### src/rtl/irq_pend_pkg.sv
`timescale 1ns/1ps
// Package: shared defaults and width helpers for the interrupt pending block.
// Assumes the level count is a power of two.
package irq_pend_pkg;
    localparam int unsigned DEF_NUM_LVL = 8;
    localparam int unsigned DEF_CNT_W   = 32;
    localparam int unsigned NUM_REQ_CH  = 2;  // channel 0 = post, channel 1 = clear

    // Request index width: one extra bit so out-of-range levels can be named.
    function automatic int unsigned req_idx_w(input int unsigned n);
        return $clog2(n) + 1;
    endfunction

    // Selector width for an in-range level.
    function automatic int unsigned sel_w(input int unsigned n);
        return $clog2(n);
    endfunction
endpackage

### src/rtl/irq_req_decode.sv
`timescale 1ns/1ps
// Module: irq_req_decode
// Turns a level-number request into a one-hot bit vector. It flags a
// request whose level lies at or beyond NUM_LVL. Purely combinational.
// Assumes IDX_W is wide enough to hold NUM_LVL.
module irq_req_decode #(
    parameter int unsigned NUM_LVL = 8,
    parameter int unsigned IDX_W   = 4
) (
    input  logic               vld,
    input  logic [IDX_W-1:0]   idx,
    output logic [NUM_LVL-1:0] onehot,
    output logic               bad
);
    // Out-of-range detection: a valid request past the last level.
    assign bad = vld && (idx >= IDX_W'(NUM_LVL));

    // One comparator per level drives the one-hot output.
    for (genvar i = 0; i < NUM_LVL; i++) begin : g_bit
        assign onehot[i] = vld && (idx == IDX_W'(i));
    end
endmodule

### src/rtl/irq_tmr_match.sv
`timescale 1ns/1ps
// Module: irq_tmr_match
// Compares the running counter with its compare value. On a match with
// a nonzero counter, it raises the flag named by the selector.
// Combinational; the result is captured by the pending register.
module irq_tmr_match #(
    parameter int unsigned NUM_LVL = 8,
    parameter int unsigned CNT_W   = 32,
    parameter int unsigned SEL_W   = 3
) (
    input  logic [CNT_W-1:0]   count,
    input  logic [CNT_W-1:0]   cmp,
    input  logic [SEL_W-1:0]   sel,
    output logic [NUM_LVL-1:0] set_vec
);
    logic hit;

    // Match condition: equal values, counter not at zero.
    assign hit = (count == cmp) && (count != '0);

    // Route the hit to the selected flag.
    for (genvar i = 0; i < NUM_LVL; i++) begin : g_route
        assign set_vec[i] = hit && (sel == SEL_W'(i));
    end
endmodule

### src/rtl/irq_pend_reg.sv
`timescale 1ns/1ps
// Module: irq_pend_reg
// Holds the pending flags and the sticky request-error flag.
// Each cycle's update runs in a fixed order: clear-all, then single
// clears, then posts and timer sets. Sets therefore win any collision.
module irq_pend_reg #(
    parameter int unsigned NUM_LVL = 8
) (
    input  logic               clk,
    input  logic               rst_n,
    input  logic               clr_all,
    input  logic [NUM_LVL-1:0] clr_vec,
    input  logic [NUM_LVL-1:0] set_vec,
    input  logic               bad_req,
    output logic [NUM_LVL-1:0] pend,
    output logic               err
);
    logic [NUM_LVL-1:0] pend_q, pend_d, base;
    logic               err_q;

    // Next-state of the flags: wipe, drop, then raise.
    always_comb begin
        base   = clr_all ? '0 : pend_q;
        base   = base & ~clr_vec;
        pend_d = base | set_vec;
    end

    // Flag register with synchronous active-low reset.
    always_ff @(posedge clk) begin
        if (!rst_n) pend_q <= '0;
        else        pend_q <= pend_d;
    end

    // Sticky error: set by any out-of-range request, cleared by reset only.
    always_ff @(posedge clk) begin
        if (!rst_n)       err_q <= 1'b0;
        else if (bad_req) err_q <= 1'b1;
    end

    assign pend = pend_q;
    assign err  = err_q;
endmodule

### src/rtl/irq_take_gate.sv
`timescale 1ns/1ps
// Module: irq_take_gate
// Decides whether the core takes an interrupt. An enabled pending flag
// is needed, and the status inputs must allow it. Combinational.
module irq_take_gate #(
    parameter int unsigned NUM_LVL = 8
) (
    input  logic               glob_en,
    input  logic               err_lvl,
    input  logic               exc_lvl,
    input  logic [NUM_LVL-1:0] mask,
    input  logic [NUM_LVL-1:0] pend,
    output logic               take
);
    logic allowed;
    logic any_live;

    // Status gate: enabled and neither error nor exception level active.
    assign allowed  = glob_en && !err_lvl && !exc_lvl;
    // Per-level AND, then OR-reduce.
    assign any_live = |(mask & pend);
    assign take     = allowed && any_live;
endmodule

### src/rtl/irq_pend_top.sv
`timescale 1ns/1ps
// Module: irq_pend_top
// Top of the interrupt pending block. It decodes the post and clear
// requests and merges in the timer match. It registers the flags and
// gates the take decision. Assumes NUM_LVL is a power of two.
module irq_pend_top
    import irq_pend_pkg::*;
#(
    parameter int unsigned NUM_LVL = DEF_NUM_LVL,
    parameter int unsigned CNT_W   = DEF_CNT_W,
    localparam int unsigned REQ_W  = req_idx_w(NUM_LVL),
    localparam int unsigned SEL_W  = sel_w(NUM_LVL)
) (
    input  logic               clk,
    input  logic               rst_n,
    input  logic               post_vld,
    input  logic [REQ_W-1:0]   post_lvl,
    input  logic               clr_vld,
    input  logic [REQ_W-1:0]   clr_lvl,
    input  logic               clr_all,
    input  logic               glob_en,
    input  logic               err_lvl,
    input  logic               exc_lvl,
    input  logic [NUM_LVL-1:0] irq_mask,
    input  logic [CNT_W-1:0]   tmr_count,
    input  logic [CNT_W-1:0]   tmr_cmp,
    input  logic [SEL_W-1:0]   tmr_line,
    output logic [NUM_LVL-1:0] pend,
    output logic               take_irq,
    output logic               req_err
);
    logic               ch_vld [NUM_REQ_CH];
    logic [REQ_W-1:0]   ch_idx [NUM_REQ_CH];
    logic [NUM_LVL-1:0] ch_oh  [NUM_REQ_CH];
    logic               ch_bad [NUM_REQ_CH];
    logic [NUM_LVL-1:0] tmr_vec;
    logic [NUM_LVL-1:0] set_all;

    assign ch_vld[0] = post_vld;
    assign ch_idx[0] = post_lvl;
    assign ch_vld[1] = clr_vld;
    assign ch_idx[1] = clr_lvl;

    // One decoder per request channel.
    for (genvar c = 0; c < NUM_REQ_CH; c++) begin : g_ch
        irq_req_decode #(.NUM_LVL(NUM_LVL), .IDX_W(REQ_W)) u_dec (
            .vld   (ch_vld[c]),
            .idx   (ch_idx[c]),
            .onehot(ch_oh[c]),
            .bad   (ch_bad[c])
        );
    end

    irq_tmr_match #(.NUM_LVL(NUM_LVL), .CNT_W(CNT_W), .SEL_W(SEL_W)) u_tmr (
        .count  (tmr_count),
        .cmp    (tmr_cmp),
        .sel    (tmr_line),
        .set_vec(tmr_vec)
    );

    // Posts and the timer both feed the set side.
    assign set_all = ch_oh[0] | tmr_vec;

    irq_pend_reg #(.NUM_LVL(NUM_LVL)) u_reg (
        .clk    (clk),
        .rst_n  (rst_n),
        .clr_all(clr_all),
        .clr_vec(ch_oh[1]),
        .set_vec(set_all),
        .bad_req(ch_bad[0] || ch_bad[1]),
        .pend   (pend),
        .err    (req_err)
    );

    irq_take_gate #(.NUM_LVL(NUM_LVL)) u_take (
        .glob_en(glob_en),
        .err_lvl(err_lvl),
        .exc_lvl(exc_lvl),
        .mask   (irq_mask),
        .pend   (pend),
        .take   (take_irq)
    );
endmodule

### config.mk
export PLATFORM = sky130hd
export DESIGN_NAME = irq_pend_top
export DESIGN_NICKNAME = d
export VERILOG_FILES = /design/src/rtl/irq_pend_pkg.sv /design/src/rtl/irq_req_decode.sv /design/src/rtl/irq_tmr_match.sv /design/src/rtl/irq_pend_reg.sv /design/src/rtl/irq_take_gate.sv /design/src/rtl/irq_pend_top.sv
export SDC_FILE = /design/constraint.sdc
export NUM_CORES = 1
export LEC_CHECK = 0
export BUFFER_PORTS_ARGS = -buffer_cell sky130_fd_sc_hd__buf_4
export CORE_MARGIN = 2
export CORE_UTILIZATION = 42
export DETAILED_ROUTE_END_ITERATION = 10
export GPL_TIMING_DRIVEN = 0
export PLACE_DENSITY_LB_ADDON = 0.05
export SLEW_MARGIN = 0
export SYNTH_ARGS = -nofsm -noshare
export SYNTH_HDL_FRONTEND = slang
export SYNTH_HIERARCHICAL = 1
export SYNTH_SLANG_ARGS = --single-unit
### constraint.sdc
create_clock -name clk -period 4.1 [get_ports clk]
set_input_delay 0.82 -clock clk [delete_from_list [all_inputs] [get_ports clk]]
set_output_delay 0.82 -clock clk [all_outputs]
set_load 0.005 [all_outputs]
Yosys cells after proc, flatten, opt, wreduce, memory -nomap -nowiden
Index checks and enable logic that the tools add are counted.
{ "totals": {"in_bits": 91, "word_cells": 70, "ff_bits": 9} }
{ "op_classes": {"bitwise_logic": 5, "n_lt_le_gt_ge": 2, "eq_ne": 22, "n_mux": 1, "n_reduce_logical": 38} }
{ "ops": {"columns": ["cell", "n"], "rows": [
  ["$eq A32 B32 Y1", 1],
  ["$eq A4 B3 Y1 const B", 8],
  ["$reduce_bool A32 Y1", 1],
  ["$logic_and A1 B1 Y1", 30],
  ["$and A8 B8 Y8", 2],
  ["$eq A4 B2 Y1 const B", 4],
  ["$or A8 B8 Y8", 2],
  ["$eq A3 B3 Y1 const B", 4],
  ["$eq A4 B1 Y1 const B", 2],
  ["$ge A4 B4 Y1 const B", 2],
  ["$logic_not A4 Y1", 2],
  ["$mux W8", 1],
  ["$not A8 Y8", 1],
  ["$reduce_or A8 Y1", 1],
  ["$eq A3 B2 Y1 const B", 2],
  ["$eq A3 B1 Y1 const B", 1],
  ["$logic_not A3 Y1", 1],
  ["$logic_not A1 Y1", 2],
  ["$logic_or A1 B1 Y1", 1]
]} }

Logic depth before layout (Yosys ltp)
{ "logic_depth": {"ltp_word": 5, "mapped_depth": 6, "depth_no_buf": 6} }

Modules after synthesis
Netlist, hierarchy kept.
{ "by_module_without_submodules": {"columns": ["mod", "cells_each", "instances", "area_each_um2"], "rows": [
  ["irq_tmr_match", 70, 1, 555.5],
  ["irq_pend_reg", 28, 1, 364.1],
  ["irq_req_decode", 14, 2, 78.8],
  ["irq_pend_top", 9, 1, 56.3],
  ["irq_take_gate", 7, 1, 51.3]
]} }

Worst setup path after synthesis
No wires, ideal clock.
{ "synth_timing": {"path_kind": "input to register", "startpoint": "input tmr_count[26]", "endpoint": "register u_reg.pend_q[3] (netlist: u_reg/pend[3])", "arrival_ns": 1.978, "setup_time_ns": 0.115, "stages": 6, "slack_ns": 2.007, "path_cell_list": "nor4_1 -> nand4_1 -> nor2_1 -> nor4_1 -> or2_1 -> o21a_1"} }
{ "synth_between": {"elab_chain_cells": 5, "word_cells_on_any_way": 6, "classes_between": "eq/ne (1); bitwise (2); reduce/logical (3)"} }
{ "synth_rtl": {"columns": ["element", "line_no", "source"], "rows": [
  ["from (decl)", "irq_pend_top.sv:25", "input logic [CNT_W-1:0] tmr_count,"],
  ["$eq A32 B32 Y1 / $reduce_bool A32 Y1 (equally long branches)", "irq_tmr_match.sv:19", "assign hit = (count == cmp) && (count != '0);"],
  ["$logic_and A1 B1 Y1 *", "irq_tmr_match.sv:19", null],
  ["$logic_and A1 B1 Y1 *", "irq_tmr_match.sv:23", "assign set_vec[i] = hit && (sel == SEL_W'(i));"],
  ["named net tmr_vec[3]", "irq_pend_top.sv:36", "logic [NUM_LVL-1:0] tmr_vec;"],
  ["$or A8 B8 Y8 *", "irq_pend_top.sv:62", "assign set_all = ch_oh[0] | tmr_vec;"],
  ["named net set_all[3]", "irq_pend_top.sv:37", "logic [NUM_LVL-1:0] set_all;"],
  ["$or A8 B8 Y8 *", "irq_pend_reg.sv:25", "pend_d = base | set_vec;"],
  ["to (signal assigned)", "irq_pend_reg.sv:31", "else pend_q <= pend_d;"],
  ["to (decl)", "irq_pend_reg.sv:18", "logic [NUM_LVL-1:0] pend_q, pend_d, base;"]
]} }
The timed path passes the listed nets; every way through them passes the cells marked *.
A chain may end at the register's enable or synchronous reset.

Worst setup path after layout
{ "layout_timing": {"startpoint": "input irq_mask[0]", "endpoint": "output take_irq"} }
{ "layout_between": {"elab_chain_cells": 3} }
{ "layout_rtl": {"columns": ["element", "line_no", "source"], "rows": [
  ["from (decl)", "irq_pend_top.sv:24", "input logic [NUM_LVL-1:0] irq_mask,"],
  ["$and A8 B8 Y8", "irq_take_gate.sv:21", "assign any_live = |(mask & pend);"],
  ["$reduce_or A8 Y1", "irq_take_gate.sv:21", null],
  ["$logic_and A1 B1 Y1", "irq_take_gate.sv:22", "assign take = allowed && any_live;"],
  ["to (decl)", "irq_pend_top.sv:29", "output logic take_irq,"]
]} }
No other way between the ends.

==> impl_metrics.tcl <==
set metrics [dict create \
    fill_cells 235 \
    routed_via_density 5.21 \
    finalPower_uw 294 \
    synth_area_leaders "xor2_1, dfxtp_1, nor4_1" \
    die_y_um 57.1 \
    syn_area_per_cell_um2 8.34 \
    ys_seq_elements 9 \
    cts_tree "yes" \
    ys_seq_area_share_pct 15.2 \
    place_ws_ps 1550 \
    p_int_uw 210 \
    p_leak_nw 0.918 \
    required_ps 3280 \
    cts_buffers 3 \
    cts.path.max_buffers 2 \
    dp_hpwl_um 3260 \
    num_antenna_cells 0 \
    maxSlewHeadroom_pct 68.5 \
    clock_latency_ps 250 \
    crit_slowest_cell "a22oi_1" \
    place_area_mm2 0.00196 \
    cp_slowest_stage_delay_ps 190 \
    yosys.cell_types.count 25 \
    drt-total-wl_um 3570 \
    crit_chain "buf_4, a22oi_1, nand4_1, and3_1, buf_4" \
    wl_per_cell_um 13.0 \
    num_rows 19 \
    whs_path_depth 1 \
    tns_ps 0 \
    tightest_slew_ps 470 \
    grt_max_degree 10 \
    ctsResizeCount 0 \
    fmax_mhz 426 \
    rrSetupSlack_ps 3340 \
    io_pins 101 \
    min_path_type "register to register" \
    grt_setup_unrepaired "false" \
    cp_common_cell "buf_4" \
    portBuffers 98 \
    clkSinkCount 9 \
    layout_min_cycle_time_ps 2350 \
    fin_ws_ps 1750 \
    syn-num-nets 233 \
    setup-violations-final 0 \
    synth_top_area_cell "xor2_1" \
    drt_iter0_markers 38 \
    slew_violations 0 \
    gr-total-overflow 0 \
    syn2layout_area_growth_pct 67.6 \
    synth.cell_area_mm2 0.00118 \
    cap_violations 0 \
    rr_worst_depth 2 \
    grt_pass1_vias 1466 \
    p_per_area_mw_per_mm2 148 \
    run_status "finished, final reports clean" \
    stdcell_area_mm2 0.00199 \
    h-tree-depth 1 \
    startpoint_type "primary input" \
    start_util_pct 43.7 \
    post-route-drc-count 0 \
    cts_root_buf "clkbuf_4" \
    crit_arrival_ps 1530 \
    worstPathMaxFanout 1 \
    finalHoldViolations 0 \
    clkTransAtPathRegs_ps 60 \
    layout.cells.non_filler 275 \
    antenna_found_initial 0 \
    coreArea_mm2 0.00271 \
    cts_hold_buf 0 \
    dieArea_mm2 0.00326 \
    pwr-share-comb_pct 46.2 \
    path_class "primary input to output pin" \
    gp_congestion 0.839 \
    grt_pass1_wl_um 6040 \
    ir_drop_uv 113 \
    grt_use_total_pct 23.1 \
    endpoint_kind "output pin" \
    pwr-share-seq_pct 30.8 \
    cts_setup_buffers 0 \
    fin_skew_ps 0 \
    drt_first_pass_iters 4 \
    nNetsFinal 336 \
    drive_above_1_share_pct 50.8 \
    die_w_um 57.1 \
    synth.top_cell.area_share_pct 23.7 \
    finalCritPeriodShare_pct 57.3 \
    place_inst 271 \
    drtAntennaViolNets 0 \
    syn_inst 142 \
    synth-warning-count 6 \
    netSwitchingFraction_pct 28.6 \
    clockPowerShare_pct 22.9 \
    vias 1434 \
    p_sw_uw 84.1 \
]
[critical path: cells and delay by family]
kind,cells,cell delay [ps]
simple gates,2,290
buf+inv,2,240
compound gates,1,190
[cells in the mapped netlist (all sizes together)]
library cell / count
a22oi: 4
and2: 2
and3: 1
buf: 2
dfxtp: 9
nand2: 3
nand2b: 4
nand3: 1
nand3b: 5
nand4: 5
nor2: 15
nor3: 4
nor3b: 8
nor4: 24
o21a: 9
or2: 9
or3: 1
or3b: 4
xor2: 32
[per-layer routing]
layer  GRT usage [%]  vias up  part of all wire, %
met2            44.3       58                   56
li1                -      734                    -
met5               0        -                    0
met3            2.72        4                  6.3
met1            25.4      638                   37
met4            9.30        0                 0.95
[registers in the layout, summed over array words and instances, names as in the netlist]
register,count
u_reg/pend,8
u_reg/err,1
[per-stage QoR]
step	hold WS [ps]	utilization [%]
floorplan	464	-
global placement	448	72.3
detailed placement	460	72.3
CTS	474	73.3
global route	517	73.3
finish	482	73.3
[layout by cell type, fill, tap and decap left out, drive strengths merged]
master / count
and2: 2
nand3: 1
nor3: 4
nand3b: 5
xor2: 32
buf: 100
and3: 1
a22oi: 4
nor4: 24
nor3b: 8
clkbuf: 4
nand2: 3
dfxtp: 9
nand4: 5
nor2: 15
o21a: 9
or3: 1
or3b: 4
or2: 9
nand2b: 4
[power groups by stage]
| stage | Clock (mW) | Sequential (mW) | Combinational (mW) |
|---|---|---|---|
| after global routing | 0.0724 | 0.0908 | 0.149 |
| after global placement | 0 | 0.0925 | 0.132 |
| final | 0.0675 | 0.0907 | 0.136 |
| after floorplan | 0 | 0.0926 | 0.0467 |
| after CTS | 0.0702 | 0.0907 | 0.137 |
| after detailed placement | 0 | 0.0927 | 0.136 |
[final timing paths]
path                               startpoint       endpoint
worst max register to register  u_reg/pend[5]  u_reg/pend[5]
worst min register to register      u_reg/err      u_reg/err
worst max-delay path              irq_mask[0]       take_irq
worst min-delay path                u_reg/err      u_reg/err
[final cells by class]
| class | instances | area, um2 | share of cell area [%] |
|---|---|---|---|
| Multi-Input combinational cell | 131 | 988 | 49.8 |
| Buffer | 2 | 16.3 | 0.819 |
| Sequential cell | 9 | 180 | 9.07 |
| Tap cell | 31 | 38.8 | 1.95 |
| Timing Repair Buffer | 98 | 736 | 37.1 |
| Clock buffer | 4 | 26.3 | 1.32 |
[logic make-up (layout without fill, tap and decap cells)]
logic type | count (synthesis) | in the layout | synth area share (%)
simple gates | 86 | 86 | 51.1
flops | 9 | 9 | 15.2
xor+xnor | 32 | 32 | 23.7
compound gates | 13 | 13 | 8.66
buf+inv | 2 | 104 | 1.37
No activity file was read; power rests on OpenSTA's default activity.
